<file path="src/rtl/vpic_pkg.sv">
package vpic_pkg;

    localparam int NUM_LVL = 8;
    localparam int LVL_W   = $clog2(NUM_LVL);

    typedef struct packed {
        logic             en;
        logic [1:0]       trig;
        logic [LVL_W-1:0] prio;
    } cfg_t;

    localparam logic [1:0] TRIG_LOW  = 2'd0;
    localparam logic [1:0] TRIG_HIGH = 2'd1;
    localparam logic [1:0] TRIG_FALL = 2'd2;
    localparam logic [1:0] TRIG_RISE = 2'd3;

    localparam logic [1:0] RG_CFG = 2'd0;
    localparam logic [1:0] RG_VEC = 2'd1;
    localparam logic [1:0] RG_CTL = 2'd2;

    localparam logic [5:0] OFS_IVR  = 6'd0;
    localparam logic [5:0] OFS_EOI  = 6'd1;
    localparam logic [5:0] OFS_SPU  = 6'd2;
    localparam logic [5:0] OFS_PROT = 6'd3;
    localparam logic [5:0] OFS_FVR  = 6'd4;

    localparam cfg_t CFG_RST = '{en: 1'b0, trig: TRIG_HIGH, prio: '0};

    function automatic logic [7:0] pack_cfg(cfg_t c);
        return {c.en, 1'b0, c.trig, 1'b0, c.prio};
    endfunction

endpackage

</file>
<file path="src/rtl/vpic_src.sv">
module vpic_src (
    input  logic       clk,
    input  logic       rst_n,
    input  logic       line_i,
    input  logic [1:0] trig_i,
    input  logic       clr_i,
    output logic       active_o
);
    typedef struct packed {
        logic prev;
        logic pend;
    } src_st_t;

    src_st_t st_q, st_d;
    logic    edge_mode, hit, fire;

    always_comb begin
        edge_mode = trig_i[1];
        hit       = (line_i == trig_i[0]);
        fire      = hit & ~st_q.prev;
        st_d      = st_q;
        st_d.prev = hit;
        st_d.pend = edge_mode & (fire | (st_q.pend & ~clr_i));
        active_o  = edge_mode ? st_q.pend : hit;
    end

    always_ff @(posedge clk or negedge rst_n) begin
        if (!rst_n) begin
            st_q.prev <= 1'b1;
            st_q.pend <= 1'b0;
        end else begin
            st_q <= st_d;
        end
    end

    AST_EDGE_LATCH: assert property (@(posedge clk) disable iff (!rst_n)
        (edge_mode && hit && !st_q.prev) |=> st_q.pend) else $error("edge not latched");
    AST_CLR_DROPS: assert property (@(posedge clk) disable iff (!rst_n)
        (clr_i && !(hit && !st_q.prev)) |=> !st_q.pend) else $error("pending kept");

endmodule

</file>
<file path="src/rtl/vpic_arb.sv">
module vpic_arb #(
    parameter int N  = 15,
    parameter int IW = 4,
    parameter int LW = 3
) (
    input  logic [N-1:0]         act_i,
    input  logic [N-1:0]         en_i,
    input  logic [N-1:0][LW-1:0] prio_i,
    input  logic [LW-1:0]        lvl_i,
    input  logic                 lvl_any_i,
    output logic                 win_o,
    output logic [IW-1:0]        idx_o,
    output logic [LW-1:0]        prio_o,
    output logic [N-1:0]         gnt_o
);
    logic [N-1:0] elig;

    for (genvar g = 0; g < N; g++) begin : g_elig
        assign elig[g] = act_i[g] & en_i[g] & (~lvl_any_i | (prio_i[g] > lvl_i));
    end

    always_comb begin
        win_o  = 1'b0;
        idx_o  = '0;
        prio_o = '0;
        for (int i = 0; i < N; i++) begin
            if (elig[i] && (!win_o || prio_i[i] > prio_o)) begin
                win_o  = 1'b1;
                idx_o  = IW'(i);
                prio_o = prio_i[i];
            end
        end
        gnt_o = '0;
        for (int i = 0; i < N; i++) begin
            gnt_o[i] = win_o && (idx_o == IW'(i));
        end
    end

endmodule

</file>
<file path="src/rtl/vpic_stack.sv">
module vpic_stack #(
    parameter int DEPTH = 8,
    parameter int LW    = 3,
    parameter int CW    = $clog2(DEPTH + 1)
) (
    input  logic          clk,
    input  logic          rst_n,
    input  logic          push_i,
    input  logic          pop_i,
    input  logic [LW-1:0] lvl_i,
    output logic [LW-1:0] top_o,
    output logic          empty_o,
    output logic [CW-1:0] cnt_o
);
    localparam int PW = (DEPTH > 1) ? $clog2(DEPTH) : 1;

    typedef struct packed {
        logic [DEPTH-1:0][LW-1:0] mem;
        logic [CW-1:0]            cnt;
    } stk_st_t;

    stk_st_t st_q, st_d;

    always_comb begin
        st_d = st_q;
        if (push_i && (st_q.cnt < CW'(DEPTH))) begin
            st_d.mem[PW'(st_q.cnt)] = lvl_i;
            st_d.cnt                = st_q.cnt + 1'b1;
        end else if (pop_i && (st_q.cnt != '0)) begin
            st_d.cnt = st_q.cnt - 1'b1;
        end
        empty_o = (st_q.cnt == '0);
        top_o   = empty_o ? '0 : st_q.mem[PW'(st_q.cnt - 1'b1)];
        cnt_o   = st_q.cnt;
    end

    always_ff @(posedge clk or negedge rst_n) begin
        if (!rst_n) begin
            st_q.mem <= '0;
            st_q.cnt <= '0;
        end else begin
            st_q <= st_d;
        end
    end

    AST_NO_OVERFLOW: assert property (@(posedge clk) disable iff (!rst_n)
        push_i |-> (st_q.cnt < CW'(DEPTH))) else $error("stack overflow");
    AST_EOI_POP: assert property (@(posedge clk) disable iff (!rst_n)
        (pop_i && !push_i && !empty_o) |=> (st_q.cnt == $past(st_q.cnt) - 1'b1)) else $error("pop lost");

endmodule

</file>
<file path="src/rtl/vpic_top.sv">
module vpic_top
    import vpic_pkg::*;
#(
    parameter int NUM_EXT = 6,
    parameter int NUM_PER = 9,
    parameter int VEC_W   = 32,
    parameter int DEPTH   = NUM_LVL
) (
    input  logic               clk,
    input  logic               rst_n,
    input  logic               fiq_line_i,
    input  logic [NUM_EXT-1:0] ext_irq_i,
    input  logic [NUM_PER-1:0] per_irq_i,
    input  logic               bus_sel_i,
    input  logic               bus_rd_i,
    input  logic               bus_wr_i,
    input  logic [7:0]         bus_addr_i,
    input  logic [VEC_W-1:0]   bus_wdata_i,
    output logic [VEC_W-1:0]   bus_rdata_o,
    output logic               irq_o,
    output logic               fiq_o
);
    localparam int NSRC   = 1 + NUM_EXT + NUM_PER;
    localparam int NORM   = NSRC - 1;
    localparam int IDX_W  = $clog2(NSRC);
    localparam int NIDX_W = (NORM > 1) ? $clog2(NORM) : 1;
    localparam int CNT_W  = $clog2(DEPTH + 1);

    typedef struct packed {
        cfg_t [NSRC-1:0]            cfg;
        logic [NSRC-1:0][VEC_W-1:0] vec;
        logic [VEC_W-1:0]           spur;
        logic                       prot;
    } top_st_t;

    top_st_t st_q, st_d;

    logic [NSRC-1:0]            lines, act, clr;
    logic [NORM-1:0]            n_en, gnt;
    logic [NORM-1:0][LVL_W-1:0] n_prio;
    logic                       win;
    logic [NIDX_W-1:0]          win_n;
    logic [IDX_W-1:0]           win_src;
    logic [LVL_W-1:0]           win_prio, stk_top;
    logic                       stk_empty, push, pop;
    logic [CNT_W-1:0]           stk_cnt;

    logic                       rd, wr, in_range;
    logic [1:0]                 region;
    logic [5:0]                 ofs;
    logic [IDX_W-1:0]           sidx;
    logic                       is_ivr, is_fvr, ivr_act, fvr_act;

    assign lines = {per_irq_i, ext_irq_i, fiq_line_i};

    for (genvar g = 0; g < NSRC; g++) begin : g_src
        vpic_src u_src (
            .clk      (clk),
            .rst_n    (rst_n),
            .line_i   (lines[g]),
            .trig_i   (st_q.cfg[g].trig),
            .clr_i    (clr[g]),
            .active_o (act[g])
        );
    end

    for (genvar g = 1; g < NSRC; g++) begin : g_norm
        assign n_en[g-1]   = st_q.cfg[g].en;
        assign n_prio[g-1] = st_q.cfg[g].prio;
    end

    vpic_arb #(.N(NORM), .IW(NIDX_W), .LW(LVL_W)) u_arb (
        .act_i     (act[NSRC-1:1]),
        .en_i      (n_en),
        .prio_i    (n_prio),
        .lvl_i     (stk_top),
        .lvl_any_i (~stk_empty),
        .win_o     (win),
        .idx_o     (win_n),
        .prio_o    (win_prio),
        .gnt_o     (gnt)
    );

    vpic_stack #(.DEPTH(DEPTH), .LW(LVL_W), .CW(CNT_W)) u_stack (
        .clk     (clk),
        .rst_n   (rst_n),
        .push_i  (push),
        .pop_i   (pop),
        .lvl_i   (win_prio),
        .top_o   (stk_top),
        .empty_o (stk_empty),
        .cnt_o   (stk_cnt)
    );

    // Decode and acknowledge control
    always_comb begin
        rd       = bus_sel_i & bus_rd_i;
        wr       = bus_sel_i & bus_wr_i;
        region   = bus_addr_i[7:6];
        ofs      = bus_addr_i[5:0];
        sidx     = ofs[IDX_W-1:0];
        in_range = (32'(ofs) < NSRC);
        is_ivr   = (region == RG_CTL) && (ofs == OFS_IVR);
        is_fvr   = (region == RG_CTL) && (ofs == OFS_FVR);
        ivr_act  = is_ivr & (st_q.prot ? wr : rd);
        fvr_act  = is_fvr & (st_q.prot ? wr : rd);
        push     = ivr_act & win;
        pop      = wr && (region == RG_CTL) && (ofs == OFS_EOI);
        win_src  = IDX_W'(win_n) + IDX_W'(1);
        clr      = {(push ? gnt : '0), fvr_act};
        irq_o    = win;
        fiq_o    = act[0] & st_q.cfg[0].en;
    end

    // Register file next state
    always_comb begin
        st_d = st_q;
        if (wr) begin
            case (region)
                RG_CFG: if (in_range) begin
                    st_d.cfg[sidx].en   = bus_wdata_i[7];
                    st_d.cfg[sidx].trig = bus_wdata_i[5:4];
                    st_d.cfg[sidx].prio = bus_wdata_i[2:0];
                end
                RG_VEC: if (in_range) st_d.vec[sidx] = bus_wdata_i;
                RG_CTL: begin
                    if (ofs == OFS_SPU)  st_d.spur = bus_wdata_i;
                    if (ofs == OFS_PROT) st_d.prot = bus_wdata_i[0];
                end
                default: ;
            endcase
        end
    end

    // Read data
    always_comb begin
        bus_rdata_o = '0;
        case (region)
            RG_CFG: if (in_range) bus_rdata_o = VEC_W'(pack_cfg(st_q.cfg[sidx]));
            RG_VEC: if (in_range) bus_rdata_o = st_q.vec[sidx];
            RG_CTL: begin
                if (ofs == OFS_IVR)  bus_rdata_o = win ? st_q.vec[win_src] : st_q.spur;
                if (ofs == OFS_FVR)  bus_rdata_o = fiq_o ? st_q.vec[0] : st_q.spur;
                if (ofs == OFS_SPU)  bus_rdata_o = st_q.spur;
                if (ofs == OFS_PROT) bus_rdata_o = VEC_W'(st_q.prot);
            end
            default: ;
        endcase
    end

    always_ff @(posedge clk or negedge rst_n) begin
        if (!rst_n) begin
            for (int i = 0; i < NSRC; i++) st_q.cfg[i] <= CFG_RST;
            st_q.vec  <= '0;
            st_q.spur <= '0;
            st_q.prot <= 1'b0;
        end else begin
            st_q <= st_d;
        end
    end

    AST_IRQ_ABOVE_LEVEL: assert property (@(posedge clk) disable iff (!rst_n)
        (irq_o && !stk_empty) |-> (win_prio > stk_top)) else $error("nesting broken");
    AST_PUSH_LEVEL: assert property (@(posedge clk) disable iff (!rst_n)
        push |=> (stk_top == $past(win_prio))) else $error("level not acquired");
    AST_SPUR_HOLD: assert property (@(posedge clk) disable iff (!rst_n)
        (ivr_act && !win) |=> $stable(stk_cnt)) else $error("spurious changed level");
    AST_PROT_READ_HOLD: assert property (@(posedge clk) disable iff (!rst_n)
        (st_q.prot && rd && is_ivr && !pop) |=> $stable(stk_cnt)) else $error("protected read moved state");

endmodule

</file>
<file path="config.mk">
export PLATFORM = sky130hd
export DESIGN_NAME = vpic_top
export DESIGN_NICKNAME = d
export VERILOG_FILES = /design/src/rtl/vpic_pkg.sv /design/src/rtl/vpic_src.sv /design/src/rtl/vpic_arb.sv /design/src/rtl/vpic_stack.sv /design/src/rtl/vpic_top.sv
export SDC_FILE = /design/constraint.sdc
export NUM_CORES = 2
export LEC_CHECK = 0
export BUFFER_PORTS_ARGS = -buffer_cell sky130_fd_sc_hd__buf_2
export CELL_PAD_IN_SITES_DETAIL_PLACEMENT = 1
export CELL_PAD_IN_SITES_GLOBAL_PLACEMENT = 1
export CORE_ASPECT_RATIO = 1.4
export CORE_MARGIN = 2
export CORE_UTILIZATION = 45
export CTS_CLUSTER_SIZE = 14
export DETAILED_ROUTE_END_ITERATION = 8
export PLACE_DENSITY_LB_ADDON = 0.1
export SETUP_SLACK_MARGIN = 0.5
export SLEW_MARGIN = 10
export SYNTH_ARGS = -nofsm -noshare
export SYNTH_HDL_FRONTEND = slang
export SYNTH_SLANG_ARGS = --single-unit
</file>
<file path="constraint.sdc">
create_clock -name clk -period 42.4 [get_ports clk]
set_clock_uncertainty 0.15 [all_clocks]
set_input_delay 6.36 -clock clk [delete_from_list [all_inputs] [get_ports clk]]
set_output_delay 6.36 -clock clk [all_outputs]
set_load 0.03 [all_outputs]
</file>
=== Word-level counts from Yosys, hierarchy flattened ===
Cells that the tools add are included.

* Output and inout port bits: 34
* Input port bits: 61
* Register bits: 701
* Word-level logic and storage cells: 502

* Mux-type cells: 97
* Bitwise logic cells: 147
* Reductions and logical operators: 75
* Eq/ne operators: 36
* $add $sub $neg: 3
* $lt $le $gt $ge: 37

{| class="wikitable"
|+ Operators by type and width
! kind !! count
|-
| $bwmux 512 || 1
|-
| $mux 32 || 10
|-
| $bwmux 96 || 3
|-
| $bmux 32 s4 || 2
|-
| $demux 32 s4 || 1
|-
| $pmux 32 s3 || 1
|-
| $gt 3x3->1 || 29
|-
| $and 1x1->1 || 84
|-
| $demux 6 s4 || 3
|-
| $mux 3 || 23
|-
| $logic_and 1x1->1 || 37
|-
| $mux 4 || 9
|-
| $mux 1 || 33
|-
| $not 1->1 || 32
|-
| $or 1x1->1 || 31
|-
| $eq 4x4->1 const B || 7
|-
| $bmux 6 s4 || 1
|-
| $bwmux 24 || 1
|-
| $eq 1x1->1 || 16
|-
| $eq 4x3->1 const B || 4
|-
| $mux 15 || 1
|-
| $logic_not 1->1 || 14
|-
| $logic_or 1x1->1 || 14
|-
| $eq 6x2->1 const B || 2
|-
| other kinds (26) || 36
|}

=== Depth between registers and ports, before layout ===
* Depth in word-level cells: 73
* Mapped depth: 150
* Depth with buffers taken out: 139

=== Cells and area by module ===
A second synthesis with hierarchy kept.

* Cell total of the unflattened synthesis: 3220
* Area total of the unflattened synthesis: 41672.5 µm²

{| class="wikitable"
|+ By module, submodules not included
! module !! cells each !! times used !! area an instance (µm²) !! sequential area each (µm²)
|-
| vpic_top || 2500 || 1 || 35326.4 || 16060.4
|-
| vpic_arb || 466 || 1 || 3400.8 || 0.0
|-
| vpic_stack || 110 || 1 || 1483.9 || 700.7
|-
| vpic_src || 9 || 16 || 91.3 || 51.3
|}

=== Least setup slack after synthesis ===
No wires, ideal clock.

* Path kind: input port to output port
* From: in ext_irq_i[0]
* To: out bus_rdata_o[19]
* Arrival time: 27972 ps
* Stages: 125
* Required time: 35890 ps
* Path slack: 7918 ps
* Buffers on the path: 8
* Cell sequence: xor2_1 o21ai_0 and2_1 o21a_1 nand2_1 ha_1 nor2b_1 o21a_1 o21ai_0 o211ai_1 nand3_1 and2_1 ha_1 nor2b_1 o21a_1 o21ai_0 o211a_1 a2111oi_0 [... 89 more ...] ha_1 a21o_1 a21oi_1 a31oi_1 o21ai_1 clkbuf_1 nand2_1 o311ai_1 buf_4 buf_6 buf_2 ha_1 clkbuf_1 clkbuf_1 clkbuf_1 mux4_2 o211ai_1 o31ai_1

* Word-level cells in the longest chain between the ends: 70
* Elaborated cells on any way between the ends: 112
* Classes of those cells: add/sub: 1; order compare: 14; eq/ne: 1; mux: 52; bitwise: 2; reduce/logical: 42

{| class="wikitable"
|+ Ends and longest elaborated chain
! what !! line !! text
|-
| start, declared || vpic_top.sv:12 || <nowiki>input logic [NUM_EXT-1:0] ext_irq_i,</nowiki>
|-
| $eq 1x1->1 (*) || vpic_src.sv:19 || <nowiki>hit = (line_i == trig_i[0]);</nowiki>
|-
| $mux 1 (*) || vpic_src.sv:24 || <nowiki>active_o = edge_mode ? st_q.pend : hit;</nowiki>
|-
| $and 1x1->1 (*) (2 in series) || vpic_arb.sv:19 || <nowiki>assign elig[g] = act_i[g] & en_i[g] & (~lvl_any_i | (prio_i[g] > lvl_i));</nowiki>
|-
| $mux 3 or $mux 1 (tied branches) || vpic_arb.sv:27 || <nowiki>if (elig[i] && (!win_o || prio_i[i] > prio_o)) begin</nowiki>
|-
| $gt 3x3->1 or $logic_not 1->1 (tied branches) || vpic_arb.sv:27 ||
|-
| $logic_or 1x1->1 || vpic_arb.sv:27 ||
|-
| $logic_and 1x1->1 || vpic_arb.sv:27 ||
|-
| $mux 3 or $mux 1 (tied branches) || vpic_arb.sv:27 ||
|-
| [... 52 more ...] || n/a ||
|-
| $add 4x1->4 || vpic_top.sv:109 || <nowiki>win_src = IDX_W'(win_n) + IDX_W'(1);</nowiki>
|-
| $bmux 32 s4 || vpic_top.sv:142 || <nowiki>if (ofs == OFS_IVR) bus_rdata_o = win ? st_q.vec[win_src] : st_q.spur;</nowiki>
|-
| $mux 32 (not written as such) || vpic_top.sv:142 ||
|-
| $mux 32 (*) (2 in series) || vpic_top.sv:142 ||
|-
| $mux 32 (*) || vpic_top.sv:143 || <nowiki>if (ofs == OFS_FVR) bus_rdata_o = fiq_o ? st_q.vec[0] : st_q.spur;</nowiki>
|-
| $mux 32 (*) || vpic_top.sv:144 || <nowiki>if (ofs == OFS_SPU) bus_rdata_o = st_q.spur;</nowiki>
|-
| $mux 32 (*) || vpic_top.sv:145 || <nowiki>if (ofs == OFS_PROT) bus_rdata_o = VEC_W'(st_q.prot);</nowiki>
|-
| $pmux 32 s3 (*) || vpic_top.sv:138 || <nowiki>case (region)</nowiki>
|-
| end, declared || vpic_top.sv:19 || <nowiki>output logic [VEC_W-1:0] bus_rdata_o,</nowiki>
|}

Mark *: on every way between the ends. The rest lies on a longest branch, timed or not. The select of a mux whose other input is x is not followed.

=== Final worst setup path ===
* From: in ext_irq_i[0]
* To: out bus_rdata_o[27]

The elaborated chain is that of the path after synthesis.

==> results_dict.tcl <==
set metrics [dict create \
    outcome "complete, no violations" \
    h-tree-depth 3 \
    syn_area_sq_um 39500 \
    tightest_slew_ns 1.15 \
    chipHeight_um 355 \
    final_cells 4169 \
    cts.path.max_buffers 3 \
    dp.cells 4030 \
    period_share_pct 93.3 \
    crit_required_ns 35.89 \
    synth.distinct_cells 79 \
    synth_fp_nets 3066 \
    grt_pass1_vias 30100 \
    power_mw 1.61 \
    crit_path_frequent_cell "a21oi_1" \
    peakVddDrop_mv 0.0276 \
    synthFlopType "dfrtp_1" \
    port_buffers 94 \
    via_per_inst 6.51 \
    drv_cap 0 \
    cts_setup_buffers 0 \
    final_cell_mix "dfrtp_1, mux2_2, mux4_2" \
    crit_path_top_delay_cell "buf_12" \
    firstDrtPassIters 5 \
    place.gp.congestion 0.845 \
    syn_inst 2931 \
    fin_crit_ns 39.57 \
    drive_above_1_share_pct 44.5 \
    syn_area_per_cell_sq_um 13.5 \
    die_x_um 254 \
    crit_path_start_kind "primary input" \
    timing.critical_path.slowest_cell_delay_ns 0.69 \
    cts_hold_buf 0 \
    end_kind "output pin" \
    path_delay_family "compound AO/OA/AOI/OAI gates" \
    slew_headroom_pct 23.5 \
    rsz0062_at_grt "no" \
    setup_tns_ns 0 \
    cts-resized-gates 0 \
    wl_um 132000 \
    worst-path-buf-inv 12 \
    initial_core_util_pct 45.4 \
    finalHoldViolCount 0 \
    drt_iter0_drc 1813 \
    gr-total-overflow 0 \
    coreArea_sq_um 87000 \
    final_common_cell "dfrtp_1" \
    clk_pin_slew_ns 0.06 \
    fin_nets 3075 \
    ys_seq_area_share_pct 44.5 \
    max_freq_mhz 25.3 \
    cts_sinks 701 \
    dp_hpwl_um 79100 \
    root_buffer "clkbuf_16" \
    worst-path-max-fanout 100 \
    rows 128 \
    clk_latency_ns 0.64 \
    wire_per_inst_um 31.7 \
    grtUsageTotal_pct 30.1 \
    drcViolationCount 0 \
    grt_max_degree 155 \
    hold_class "register to register" \
    setup_viol 0 \
    powerDensity_nw_per_um2 36.9 \
    grt_pass1_wl_um 199000 \
    antenna_found_initial 8 \
    num_vias 27100 \
    synthArstFlopShare_pct 100 \
    final_max_slew_viol_count 0 \
    critPathKind "primary input to output pin" \
    cp_data_arrival_time_ns 33.06 \
    area.growth.synth_to_final_pct 10.8 \
    die_area_sq_um 90200 \
    numCtsBuffers 77 \
    cts_tree "yes" \
    synth_edf_count 0 \
    ios 95 \
    yosys_warnings 0 \
    cellLeakagePower_nw 19.5 \
    drtAntennaViolNets 0 \
    synth-seq-cells 701 \
]
[report_power, final]
group	internal [mW]	total, mW	switching (mW)
clock	0.395	0.679	0.283
sequential	0.688	0.703	0.0153
combinational	0.0853	0.231	0.146
total	1.17	1.61	0.445
[worst paths after layout]
check | from | to | slack, ns | cells past startpoint
worst max register to register | u_stack.cnt_o[0]$_DFFE_PN0P_ | g_src[5].u_src.st_q[0]$_DFF_PN0_ | 13.62 | 125
min in group asynchronous | rst_n | st_q[270]$_DFFE_PN0P_ | 5.63 | 1
worst min register to register | u_stack.st_q[10]$_DFFE_PN0P_ | u_stack.st_q[10]$_DFFE_PN0P_ | 0.36 | 1
max in group asynchronous | rst_n | st_q[356]$_DFFE_PN0P_ | 33.04 | 4
worst max-delay path | ext_irq_i[0] | bus_rdata_o[27] | 2.83 | 122
worst min-delay path | u_stack.st_q[10]$_DFFE_PN0P_ | u_stack.st_q[10]$_DFFE_PN0P_ | 0.36 | 1
[through the flow]
step                hold slack, ns  util (%)  instance area (sq um)  worst slack (ns)
floorplan                    0.294         -                  39500              7.92
global placement             0.322      47.4                  41200              4.17
detailed placement           0.344      47.4                  41200              2.71
CTS                          0.357      50.3                  43700              2.61
global route                 0.368      50.3                  43800             0.583
finish                       0.356      50.3                  43800              2.83
[Yosys cell counts, types with 4 or more instances]
| library cell | count | area, sq um |
|---|---|---|
| or2_2 | 7 | 43.8 |
| nand3_1 | 62 | 310 |
| a31o_2 | 4 | 35.0 |
| o211ai_1 | 17 | 128 |
| a22oi_1 | 34 | 255 |
| or3_1 | 7 | 43.8 |
| a21oi_1 | 90 | 450 |
| o21ai_0 | 93 | 465 |
| a221o_1 | 6 | 60.1 |
| o22ai_1 | 18 | 113 |
| dfstp_2 | 32 | 841 |
| and3_1 | 39 | 244 |
| o2bb2ai_1 | 5 | 43.8 |
| o21ai_1 | 10 | 50.1 |
| dfrtp_1 | 669 | 16700 |
| buf_4 | 12 | 90.1 |
| ha_1 | 74 | 926 |
| o31a_1 | 6 | 52.6 |
| o221ai_1 | 4 | 35.0 |
| nand2_1 | 136 | 510 |
| buf_1 | 44 | 165 |
| mux2i_1 | 12 | 120 |
| buf_6 | 5 | 56.3 |
| a211oi_1 | 5 | 37.5 |
| a31oi_1 | 23 | 144 |
| o211a_1 | 9 | 90.1 |
| clkbuf_1 | 148 | 556 |
| nand2b_1 | 19 | 119 |
| o21a_1 | 7 | 52.6 |
| nor4_1 | 5 | 31.3 |
| mux2_2 | 657 | 7400 |
| o31ai_1 | 27 | 203 |
| mux4_2 | 320 | 7210 |
| nor3_1 | 22 | 110 |
| xor2_1 | 7 | 61.3 |
| nor2b_1 | 6 | 37.5 |
| inv_1 | 55 | 206 |
| nand4_1 | 21 | 131 |
| a21boi_0 | 10 | 75.1 |
| and2_1 | 17 | 106 |
| buf_2 | 10 | 50.1 |
| xnor2_1 | 11 | 96.3 |
| nor2_1 | 104 | 390 |
| a21o_1 | 14 | 105 |
[flip-flops by register name (all words and copies together), names as in the netlist]
| signal | cells |
|---|---|
| n_en | 15 |
| u_stack.st_q | 24 |
| u_stack.cnt_o | 4 |
| g_src.u_src.st_q | 32 |
| n_prio | 45 |
| st_q | 581 |
[final cells by class]
| cell class | count | area [sq um] |
|---|---|---|
| Fill cell | 8548 | 43200 |
| Inverter | 56 | 214 |
| Antenna cell | 4 | 10.0 |
| Clock buffer | 115 | 2310 |
| Multi-Input combinational cell | 1955 | 21000 |
| Clock inverter | 19 | 205 |
| Tap cell | 1170 | 1460 |
| Timing Repair Buffer | 149 | 982 |
| Sequential cell | 701 | 17600 |
[per-layer routing]
layer	up-vias	track usage (%)	share of wire, %
met1	14800	37.9	40
met4	10	12.9	4.6
li1	11300	-	-
met2	770	51.5	51
met3	279	4.41	4.7
met5	-	0	0.052
[cell families (layout without fill, tap and decap cells)]
group / count (synthesis) / in the layout / share of synthesized area, %
buffers and inverters: 275 / 339 / 2.86
AO/OA/AOI/OAI: 411 / 411 / 6.79
AND/OR/NAND/NOR: 460 / 460 / 5.62
XOR/XNOR: 19 / 19 / 0.469
adder cells (fa/ha/maj): 74 / 74 / 2.34
flip-flops: 701 / 701 / 44.5
multiplexers: 991 / 991 / 37.4
other: 0 / 4 / 0
Power figures use the tool's default switching activity.
